### config.mk
export PLATFORM = sky130hd
export DESIGN_NAME = adc_conv_sequencer
export DESIGN_NICKNAME = d
export VERILOG_FILES = /design/src/rtl/adc_conv_sequencer.sv
export SDC_FILE = /design/constraint.sdc
export NUM_CORES = 1
export LEC_CHECK = 0
export BUFFER_PORTS_ARGS = -buffer_cell sky130_fd_sc_hd__buf_2
export CAP_MARGIN = 0
export CORE_ASPECT_RATIO = 1.75
export CORE_MARGIN = 2
export CORE_UTILIZATION = 30
export DETAILED_ROUTE_END_ITERATION = 6
export PLACE_DENSITY_LB_ADDON = 0.25
export REMOVE_ABC_BUFFERS = 1
export SKIP_LAST_GASP = 1
export SYNTH_ARGS = -nofsm -noshare
export SYNTH_HDL_FRONTEND = slang
export SYNTH_SLANG_ARGS = --single-unit
### constraint.sdc
create_clock -name clk -period 7.3 [get_ports clk]
set_clock_uncertainty 0.1 [all_clocks]
set_input_delay 0 -clock clk [delete_from_list [all_inputs] [get_ports clk]]
set_output_delay 0 -clock clk [all_outputs]
set_load 0.02 [all_outputs]
### src/rtl/adc_conv_sequencer.sv
module adc_conv_sequencer #(
  parameter int DATA_W      = 12,
  parameter int STARTUP_CYC = 6,
  parameter int BASE_CYC    = 25
) (
  input  logic              clk,
  input  logic              rst_n,
  input  logic              start,
  input  logic              long_smp,
  input  logic [1:0]        smp_time,
  input  logic              avg_en,
  input  logic [1:0]        avg_cnt,
  input  logic [1:0]        res_mode,
  input  logic [DATA_W-1:0] smp_data,
  input  logic              smp_valid,
  output logic              smp_req,
  output logic              busy,
  output logic              done,
  output logic [DATA_W-1:0] result
);
  localparam int MAX_LOG2 = 5;
  localparam int ACC_W    = DATA_W + MAX_LOG2;
  localparam int TICK_W   = $clog2(BASE_CYC + STARTUP_CYC + 26);
  localparam int IDX_W    = MAX_LOG2 + 1;

  typedef enum logic [1:0] {S_IDLE, S_WARM, S_WIN} state_t;

  state_t              state;
  logic [TICK_W-1:0]   tick;
  logic [IDX_W-1:0]    idx;
  logic [4:0]          extra_q;
  logic [2:0]          shift_q;
  logic [1:0]          rmode_q;
  logic [ACC_W-1:0]    acc;

  logic [4:0]          extra_dec;
  logic [TICK_W-1:0]   win_end;
  logic [IDX_W-1:0]    n_q;
  logic [DATA_W-1:0]   keep_mask;
  logic [DATA_W-1:0]   smp_trim;
  logic [ACC_W-1:0]    acc_next;
  logic [ACC_W-1:0]    avg_full;
  logic                take;
  logic                last_smp;

  always_comb begin
    case ({long_smp, smp_time})
      3'b000: extra_dec = 5'd3;
      3'b001: extra_dec = 5'd5;
      3'b010: extra_dec = 5'd7;
      3'b011: extra_dec = 5'd9;
      3'b100: extra_dec = 5'd13;
      3'b101: extra_dec = 5'd17;
      3'b110: extra_dec = 5'd21;
      default: extra_dec = 5'd25;
    endcase
  end

  always_comb begin
    case (rmode_q)
      2'd0:    keep_mask = {DATA_W{1'b1}} >> 4;
      2'd1:    keep_mask = {DATA_W{1'b1}} >> 2;
      default: keep_mask = {DATA_W{1'b1}};
    endcase
  end

  assign win_end  = TICK_W'(BASE_CYC - 1) + TICK_W'(extra_q);
  assign n_q      = IDX_W'(1) << shift_q;
  assign busy     = (state != S_IDLE);
  assign smp_req  = (state == S_WIN) && (tick == win_end);
  assign take     = smp_req && smp_valid;
  assign last_smp = (idx == n_q - IDX_W'(1));
  assign smp_trim = smp_data & keep_mask;
  assign acc_next = acc + ACC_W'(smp_trim);
  assign avg_full = acc_next >> shift_q;

  always_ff @(posedge clk or negedge rst_n) begin
    if (!rst_n) begin
      state   <= S_IDLE;
      tick    <= '0;
      idx     <= '0;
      extra_q <= '0;
      shift_q <= '0;
      rmode_q <= '0;
      acc     <= '0;
      result  <= '0;
      done    <= 1'b0;
    end else begin
      done <= 1'b0;
      case (state)
        S_IDLE: if (start) begin
          extra_q <= extra_dec;
          shift_q <= avg_en ? (3'd2 + {1'b0, avg_cnt}) : 3'd0;
          rmode_q <= res_mode;
          tick    <= '0;
          idx     <= '0;
          acc     <= '0;
          state   <= S_WARM;
        end
        S_WARM: begin
          if (tick == TICK_W'(STARTUP_CYC - 1)) begin
            tick  <= '0;
            state <= S_WIN;
          end else begin
            tick <= tick + TICK_W'(1);
          end
        end
        S_WIN: begin
          if (take) begin
            if (last_smp) begin
              result <= avg_full[DATA_W-1:0];
              done   <= 1'b1;
              state  <= S_IDLE;
            end else begin
              acc  <= acc_next;
              idx  <= idx + IDX_W'(1);
              tick <= '0;
            end
          end else if (!smp_req) begin
            tick <= tick + TICK_W'(1);
          end
        end
        default: state <= S_IDLE;
      endcase
    end
  end


  done_pulse_chk: assert property (@(posedge clk) disable iff (!rst_n)
    done |=> !done);


  req_hold_chk: assert property (@(posedge clk) disable iff (!rst_n)
    (smp_req && !smp_valid) |=> smp_req);


  res_width_chk: assert property (@(posedge clk) disable iff (!rst_n)
    done |-> ((result & ~keep_mask) == '0));


  cfg_hold_chk: assert property (@(posedge clk) disable iff (!rst_n)
    busy |=> (!busy || ($stable(extra_q) && $stable(shift_q) && $stable(rmode_q))));


  idx_range_chk: assert property (@(posedge clk) disable iff (!rst_n)
    busy |-> (idx < n_q));


  start_busy_chk: assert property (@(posedge clk) disable iff (!rst_n)
    (busy && start && !take) |=> (busy && $stable(idx)));
endmodule

* Yosys cells after proc, flatten, opt, wreduce, memory -nomap -nowiden
Index checks and enable logic that the tools add are counted.
** Storage, ports and cells
- Memories kept :: 0
- Latch bits :: 0
- Logic and storage cells :: 74
- RAM bits :: 0
- Register bits :: 54
- ROM bits :: 0
- Output and inout port bits :: 15
- Input port bits :: 24
** Operators by class
- Equal/unequal tests :: 19
- Shift operators :: 2
- Reductions and logical operators :: 13
- Divide/modulo/power cells :: 0
- Multipliers :: 0
- Order comparisons :: 0
- Bitwise operators :: 1
- $add $sub $neg :: 6
- Multiplexer cells :: 24
** Operator list (count)
- 17-bit 2-to-1 mux :: 3
- 6-bit 2-to-1 mux :: 7
- 5-bit one-hot mux with 7 select lines :: 1
- 17-bit one-hot mux with 2 select lines :: 1
- 12-bit one-hot mux with 2 select lines :: 1
- 6-bit one-hot mux with 3 select lines :: 1
- 17-bit by 12-bit adder with 17-bit output :: 1
- 17-bit by 3-bit >> shifter with 12-bit output :: 1
- 6-bit by 1-bit adder with 6-bit output, second input constant :: 2
- 12-bit bitwise AND :: 1
- 6-bit equality test :: 2
- 6-bit one-hot mux with 2 select lines :: 1
- 4-bit AND reduction :: 3
- 2-bit != test, second input constant :: 5
- 3-bit equality test, second input constant :: 3
- 2-bit 2-to-1 mux :: 4
- 5-bit by 5-bit adder with 6-bit output, first input constant :: 1
- 3-bit by 2-bit equality test with 1-bit output, second input constant :: 2
- 6-bit by 3-bit equality test with 1-bit output, second input constant :: 1
- 3-bit != test, second input constant :: 2
- 2-bit one-hot mux with 3 select lines :: 1
- 1-bit by 3-bit << shifter with 6-bit output, first input constant :: 1
- 6-bit by 1-bit subtractor with 6-bit output, second input constant :: 1
- 2-bit by 1-bit equality test with 1-bit output, second input constant :: 2
- other kinds (12) :: 17

* Longest topological paths before layout
Gate-level depths: netlist of the first run.
- Word-level depth :: 7
- Gate-level depth with buffers :: 14
- Depth with buffers taken out :: 11

* Worst setup path before layout of the first run
OpenSTA, ideal clock, no wires.
- Kind :: register to register
- Start :: register shift_q[1]
- End :: register tick[3]
- Required time :: 7.105 ns
- Arrival :: 3.076 ns
- Setup time :: 0.095 ns
- Cell stages (with the launch flop) :: 13
- Path buffers :: 2
- Period minus slack after synthesis :: 3.272 ns
- Slack :: 4.028 ns
- Path through :: dfrtp_1 buf_2 inv_2 buf_1 nand3_1 ha_1 mux2_2 a32o_1 xnor2_1 a31o_2 a211o_1 or2_1 o31ai_1
** On the way
- Cells in the longest elaborated chain, start to end :: 5
** Ends and longest elaborated chain
- start, declared :: line 32 : logic [2:0] shift_q;
- start signal, assigned :: line 93 : shift_q <= avg_en ? (3'd2 + {1'b0, avg_cnt}) : 3'd0;
- 1-bit by 3-bit << shifter with 6-bit output :: line 68 : assign n_q = IDX_W'(1) << shift_q;
- 6-bit by 1-bit subtractor with 6-bit output :: line 72 : assign last_smp = (idx == n_q - IDX_W'(1));
- 6-bit equality test :: line 72
- 3-bit != test (no line)
- 4-bit AND reduction (no line)
- end signal, assigned :: line 105 : tick <= tick + TICK_W'(1);
- end signal, assigned :: line 120 : tick <= tick + TICK_W'(1);
- end, declared :: line 29 : logic [TICK_W-1:0] tick;
No other way between the ends.
A chain may end at the register's enable or synchronous reset.

* Worst setup path after layout of the first run
- Start :: register shift_q[0]
- End :: register result[9]
** On the way
- Cells in the longest elaborated chain, start to end :: 4
- Elaborated cells between the ends (all ways) :: 5
- Classes of those cells :: add/sub: 1; eq/ne: 1; shift: 2; reduce/logical: 1
** Ends and longest elaborated chain
- 1-bit by 3-bit << shifter with 6-bit output :: line 68
- 6-bit by 1-bit subtractor with 6-bit output :: line 72
- 6-bit equality test :: line 72
- 3-bit AND reduction (no line)
- end signal, assigned :: line 111 : result <= avg_full[DATA_W-1:0];
- end, declared :: line 19 : output logic [DATA_W-1:0] result
Several ways; a longest one is shown, not always the timed one.

==> metrics, run 1 <==
outcome completed; sequential area share after synthesis 33.66%; clock tree buffer depth 2; Post-Synth XOR/XNOR Area 5.672%; Post-synth EDFFs 0; Starting Density 30.32%; I/O Buffers 38; H-tree depth 2; Chip Width between 90 and 100 um; HP Class input port to flip-flop; Max Fclk 250.9 MHz; DRT antenna net count 0; RSZ-0062 raised after global routing false; Core Region 13240 sq um; Pre-antenna DRT Iters 4; dpl cells 657; Max Cap Violations 0; overall routing resource usage 15.19%; DRC viols 0; vias in the first global route ~3600; Synth Flop Type dfrtp_1; Worst Hold Margin 0.01809 ns; Worst-Margin Slew 0.7171 ns; # nets final 550; Setup CP Type flip-flop to flip-flop; warnings from Yosys 0; Clk Latency, worst-skew pair 0.31 ns; Slew Limit Fails 0; Cell Count, Final, Fillers Out between 600 and 700; drt first-iter violations ~200; critical path capture point type flip-flop; routed metal-1 wire length 3.966 mm; fraction of the cycle the final worst path needs 54.60%; wire per inst 15.56 um; post-synthesis cell count 469; vias per inst 5.209; async set or reset register ratio after synthesis 100.0%; Slew HR 51.57%; TritonCTS Buffers 5; Critical Path Source Type flip-flop; CP Max Fanout 20; adder-cell area share of the yosys netlist 7.354%; register bit total from synthesis 54; number of antenna violations at the first check in global routing 0; Routed WL 10.55 mm; largest net degree at the start of global routing 55; Tmin final 3.986 ns; Syn Std Cell Area between 4000 and 5000 sq um; Final Hold Vio Count 0; Peak VDD IR around 0.12 mV; setup TNS 0 ns; HPWL Detailed 7.996 mm; Pwr Total 1.199 mW; Final setup viols 0; TritonCTS clock tree yes; syn avg cell area 8.561 sq um; Clock Sinks 54; LEAKAGE slightly above 2 nW; num rows 56; post-synthesis mux area share around 6.2%; Layout Area Growth over Synthesis 15.33%; compound-cell area share of the yosys netlist 22.94%; global route total overflow 0; # diodes 0; # fillers 1379; met3 routed WL 196 um; met2 routed WL approximately 6.0 mm; largest family of logic cells by synthesized area compound AO/OA/AOI/OAI gates; simple-gate share of the synthesized area 18.79%; die area 14360 sq um; DP Area 4327 sq um; top sig layer met4; clk root buf clkbuf_16; Synth cell types 65; die height 157.0 um; Critical Path AT 4.12 ns; # IOs 39; layout cells sized above 1 13.69%; Setup WS post-layout 3.314 ns; Routability Congestion about 0.9; first-pass GRT wire length 17.33 mm; P per Cell Area 258.8 nW/um^2; Worst EP required around 7.4 ns; Layout Cell Area excl Fill 4631 sq um; Core Util, Final 34.97%; pre-CTS WS 3.383 ns; clock slew at reported path FFs roughly 0.080 ns; DR vias approximately 3500; reg2reg setup slack 3.31 ns
[registers in the layout, summed over array words and instances (netlist names)]
signal,flops
acc,17
done,1
extra_q,5
idx,6
result,12
rmode_q,2
shift_q,3
state,2
tick,6
[area by class of cell]
cell class / instances / area (sq um) / share of cell area, %
Inverter: 28 / 105.1 / 2.270
Timing Repair Buffer: 53 / 335.3 / 7.241
Multi-Input combinational cell: 361 / 2447 / 52.85
Clock inverter: 3 / 48.80 / 1.054
Tap cell: 174 / 217.7 / 4.701
Clock buffer: 5 / 125.1 / 2.702
Sequential cell: 54 / 1351 / 29.18
[per-layer routing]
metal  vias up  track usage [%]
met5         -                0
met4         0            8.947
met3        23            1.771
met2        65            30.25
met1      1684            14.54
li1       1760                -
[power by group]
| group | internal (mW) | leakage [nW] | switching [mW] |
|---|---|---|---|
| registers | 0.334 | 0.732 | 0.0593 |
| clock network | 0.165 | 0.0819 | 0.123 |
| logic | 0.209 | 1.24 | 0.308 |
| total | 0.708 | 2.06 | 0.490 |
[cells in the final DEF (no fill, tap or decap), types with 4 or more instances in the layout]
| master | instances |
|---|---|
| o31ai_1 | 7 |
| a211o_1 | 5 |
| mux2i_1 | 8 |
| nand2b_1 | 6 |
| mux4_2 | 6 |
| dlygate4sd3_1 | 13 |
| a211oi_1 | 12 |
| nand3_1 | 33 |
| o21ai_0 | 44 |
| nand4_1 | 4 |
| inv_1 | 26 |
| a21oi_1 | 29 |
| xor2_1 | 12 |
| buf_2 | 38 |
| ha_1 | 22 |
| nor2_1 | 35 |
| nand2_1 | 35 |
| o21a_1 | 4 |
| dfrtp_1 | 54 |
| and2_1 | 8 |
| o21ai_1 | 7 |
| nor3_1 | 6 |
| clkbuf_16 | 5 |
| nor4_1 | 4 |
| xnor2_1 | 14 |
| a31oi_1 | 6 |
| a21o_1 | 4 |
[cells in the mapped netlist (3+ instances only)]
master    number  share of area [%]
nand3_1       33                4.1
dfrtp_1       54                 34
o21ai_1        7               0.87
or3_1          3               0.47
ha_1          22                6.9
nor4_1         4               0.62
and3_1         3               0.47
inv_1         26                2.4
nor3_1         6               0.75
mux2_2         3               0.84
a211o_1        5                1.1
xor2_1        12                2.6
buf_2          5               0.62
o31ai_1        7                1.3
a21o_1         4               0.75
nor2b_1        3               0.47
xnor2_1       14                3.1
clkbuf_1      16                1.5
and2_1         8                1.2
nor2_1        35                3.3
o21a_1         4               0.75
a211oi_1      12                2.2
mux4_2         6                3.4
mux2i_1        8                2.0
a31oi_1        6               0.93
nand4_1        4               0.62
a21oi_1       29                3.6
buf_1          3               0.28
nand2_1       35                3.3
o21ai_0       44                5.5
nand2b_1       6               0.93
[critical path, stage by stage (launching register included)]
cell      delay, ns
dfrtp_1        0.79
inv_1          0.38
nand3_1        0.22
ha_1           0.24
mux2_2         0.35
a32o_1         0.21
xnor2_1        0.30
nand4b_1       0.51
inv_1          0.50
o21ai_0        0.16
o21ai_1        0.15
[worst paths after layout]
| check | startpoint | end | depth (start not counted) |
|---|---|---|---|
| max in group asynchronous | rst_n | rmode_q[0] | 3 |
| hold / removal | smp_data[0] | acc[0] | 4 |
| setup reg to reg | shift_q[0] | result[9] | 10 |
| setup / recovery | shift_q[0] | result[9] | 10 |
| hold reg to reg | result[6] | result[6] | 1 |
| min in group asynchronous | rst_n | tick[0] | 3 |
[what timing repair did]
| item | in CTS | in global routing |
|---|---|---|
| gates resized for setup | 0 | 0 |
| hold buffers | 13 | 0 |
| endpoints found under the hold margin | 63 | 0 |
| buffers inserted | 0 | 0 |
[logic make-up after synthesis]
family | count (synthesis)
and+or+nand+nor | 153
AOI/OAI and AO/OA | 142
buffers and inverters | 54
DFF | 54
xor gates and xnor gates | 26
adders and majority gates | 23
muxes | 17
(Power assumes the default switching activity.)
==> inputs of run 2 (changes only) <==
--- a/config.mk
+++ b/config.mk
@@ -5,6 +5,7 @@
 export SDC_FILE = /design/constraint.sdc
 export NUM_CORES = 1
 export LEC_CHECK = 0
+export ABC_AREA = 1
 export BUFFER_PORTS_ARGS = -buffer_cell sky130_fd_sc_hd__buf_2
 export CAP_MARGIN = 0
 export CORE_ASPECT_RATIO = 1.75
==> constraint.sdc (replaced) <==
create_clock -name clk -period 3.79 [get_ports clk]
set_clock_uncertainty 0.1 [all_clocks]
set_input_delay 0 -clock clk [delete_from_list [all_inputs] [get_ports clk]]
set_output_delay 0 -clock clk [all_outputs]
set_load 0.02 [all_outputs]
==> run 2 against run 1 <==
Against the previous run:
- synthesized cell count rose by 40%
- sequential power rose by 110%
- first-iteration DRC count rose by 21%
- core utilization rose by 0.46 points
- critical path type unchanged
- fmax rose by 26%
- die area rose by 5.6%
- design area rose by 5.9%
- synthesized area rose by 5.8%
- combinational power rose to 3.7 times the previous value
- global-route usage rose by 2.0 points
- clock-buffer cell count rose by 1
- critical endpoint is now tick[2]
- final cell count rose by 30%
==> metrics, run 2 <==
post-synthesis mux area share 0%; max FFs per register 17; largest family of logic cells by synthesized area simple AND/OR/NAND/NOR gates; HPWL Detailed between 10 and 15 mm; Top reg by flops acc; Syn Std Cell Area 4249 sq um; RSZ-0062 raised after global routing false; CP Max Fanout 19; warnings from Yosys 0; CP max-delay cell dfrtp_1; Starting Density a little over 30%; # nets final 752; Routability Congestion between 0.8 and 0.9; # fillers 1551; num rows 57; Max Fclk 317.1 MHz; Final Hold Vio Count 0; vias per inst 4.748; async set or reset register ratio after synthesis 100.0%; pre-CTS WS 0.6636 ns; die area about 15000 sq um; Worst-Margin Slew 0.7196 ns; P per Cell Area 646.0 nW/um^2; die height 161.4 um; compound-cell area share of the yosys netlist 8.481%; Slew Limit Fails 0; commonest non-fill, non-tap cell in the layout nand2_1; top-area cell type share of the netlist area a little under a third; Routed WL around 13 mm; H-tree depth 2; top post-synthesis cells by area dfrtp_1 32%, nand2_1 20%, nand3_1 11%; post-synthesis cell count 657; top flop regs acc: 17 flops, result: 12 flops; DR vias 4183; largest net degree at the start of global routing 55; layout cells sized above 1 9.375%; critical path's largest stage delay 0.66 ns; Setup WS post-layout 0.6368 ns; clk root buf clkbuf_16; DRT antenna net count 0; most frequent cells in the layout 221 x nand2_1, 93 x nand3_1, 85 x inv_1; Final setup viols 0; synth cell count leaders 221 x nand2_1, 93 x nand3_1, 85 x inv_1; wire per inst 14.25 um; Clock Sinks 54; adder-cell area share of the yosys netlist 6.949%; number of antenna violations at the first check in global routing 0; Worst Hold Margin ~0.035 ns; Synth Flop Type dfrtp_1; clock slew at reported path FFs 0.07 ns; Synth cell types 37; cell taking the most area after synthesis dfrtp_1; Critical Path Source Type flip-flop; drt first-iter violations 244; Worst EP required slightly below 4 ns; global route total overflow 0; Post-synth EDFFs 0; Pre-antenna DRT Iters 4; I/O Buffers 38; outcome completed; Chip Width 93.97 um; clock tree buffer depth 2; TritonCTS clock tree yes; Max Cap Violations 0; Setup CP Type flip-flop to flip-flop; # diodes 0; crit-path cells inv_2 -> nor2_1 -> nand2_1 -> ha_1 -> xor2_1 -> nand3_1 -> nor2_1 -> nand3_2 -> nor2_2 -> nor3_4 -> inv_1 -> nand2_1 -> o21ai_0; Peak VDD IR 0.3247 mV; total setup buffers inserted after CTS 0; LEAKAGE 2.600 nW; Tmin final 3.153 ns; DRC viols 0; Critical Path AT 3.26 ns; # IOs 39; Layout Area Growth over Synthesis 15.37%; register bit total from synthesis 54; fraction of the cycle the final worst path needs approximately 83%; HP Class input port to flip-flop; sequential area share after synthesis approximately a third; most common cell in the netlist nand2_1; setup TNS 0 ns; Core Region 13840 sq um; overall routing resource usage 17.16%; Clk Latency, worst-skew pair 0.29 ns; Post-Synth XOR/XNOR Area 3.710%; syn avg cell area between 6 and 7 sq um; first-pass GRT wire length 20.56 mm; critical path capture point type flip-flop; vias in the first global route about 4300; TritonCTS Buffers 5; simple-gate share of the synthesized area 39.43%; Slew HR 52.03%
run 2: changes by cell type after synthesis, moves of 13 or more:
cell,previous run,this run
inv_1,26,85
nand2_1,35,221
o21ai_0,44,29
nand3_1,33,93
a21oi_1,29,11
nor2_1,35,48
run 2: worst max-delay path: cells and delay by family, from the launching register on:
family          cells  cell delay (ns)
simple gates        8             1.34
xor+xnor            1             0.16
buf+inv             2             0.42
flops               1             0.66
fa+ha+maj           1             0.30
compound gates      1             0.08
run 2: layout make-up:
class / count / area [sq um] / share of cell area [%]
well taps: 177 / 221.5 / 4.518
clock buffers: 6 / 138.9 / 2.833
inverters: 89 / 334.1 / 6.815
multi-input cells: 498 / 2489 / 50.77
repair buffers: 57 / 367.9 / 7.504
flip-flops and latches: 54 / 1351 / 27.57
run 2: logic make-up (layout without fill, tap and decap cells):
group,after synthesis,after routing
buf+inv,105,152
compound gates,66,66
xor+xnor,18,18
flops,54,54
simple gates,391,391
fa+ha+maj,23,23
run 2: path summary, 6_finish.rpt:
path | startpoint | endpoint | slack (ns) | cells after the start
min | smp_valid | done | 0.04 | 3
min in group asynchronous | rst_n | result[1] | 0.28 | 3
max | shift_q[0] | tick[2] | 0.64 | 13
max reg2reg | shift_q[0] | tick[2] | 0.64 | 13
min reg2reg | result[4] | result[4] | 0.38 | 2
max in group asynchronous | rst_n | tick[3] | 2.83 | 3
run 2: per-layer routing:
layer / vias to the layer above / track usage [%] / part of all wire [%]
met2: 51 / 33.90 / 56
met3: 18 / 1.399 / 1.6
met4: 0 / 6.588 / 3.4
li1: 2190 / - / -
met1: 1924 / 18.11 / 39
met5: - / 0 / 0
run 2: stage by stage:
stage / utilization, % / instance area [sq um] / instances / total power, mW
final: 35.43 / 4902 / 881 / 3.167
after global routing: 35.43 / 4902 / 881 / 3.486
after CTS: 35.43 / 4902 / 881 / 3.196
after detailed placement: 33.41 / 4623 / 861 / 2.690
after global placement: 33.41 / 4623 / 861 / 2.658
after floorplan: - / 4174 / 641 / 2.126
run 2: power by group:
group | leakage, nW | internal, mW | switching [mW]
Combinational | 1.81 | 0.626 | 1.27
Sequential | 0.723 | 0.697 | 0.123
Clock | 0.0688 | 0.256 | 0.200
Total | 2.60 | 1.58 | 1.59
run 2: repair_timing:
| action | in CTS | in global routing |
|---|---|---|
| gates resized for setup | 0 | 0 |
| endpoints found under the hold margin | 63 | 0 |
| hold buffers | 14 | 0 |
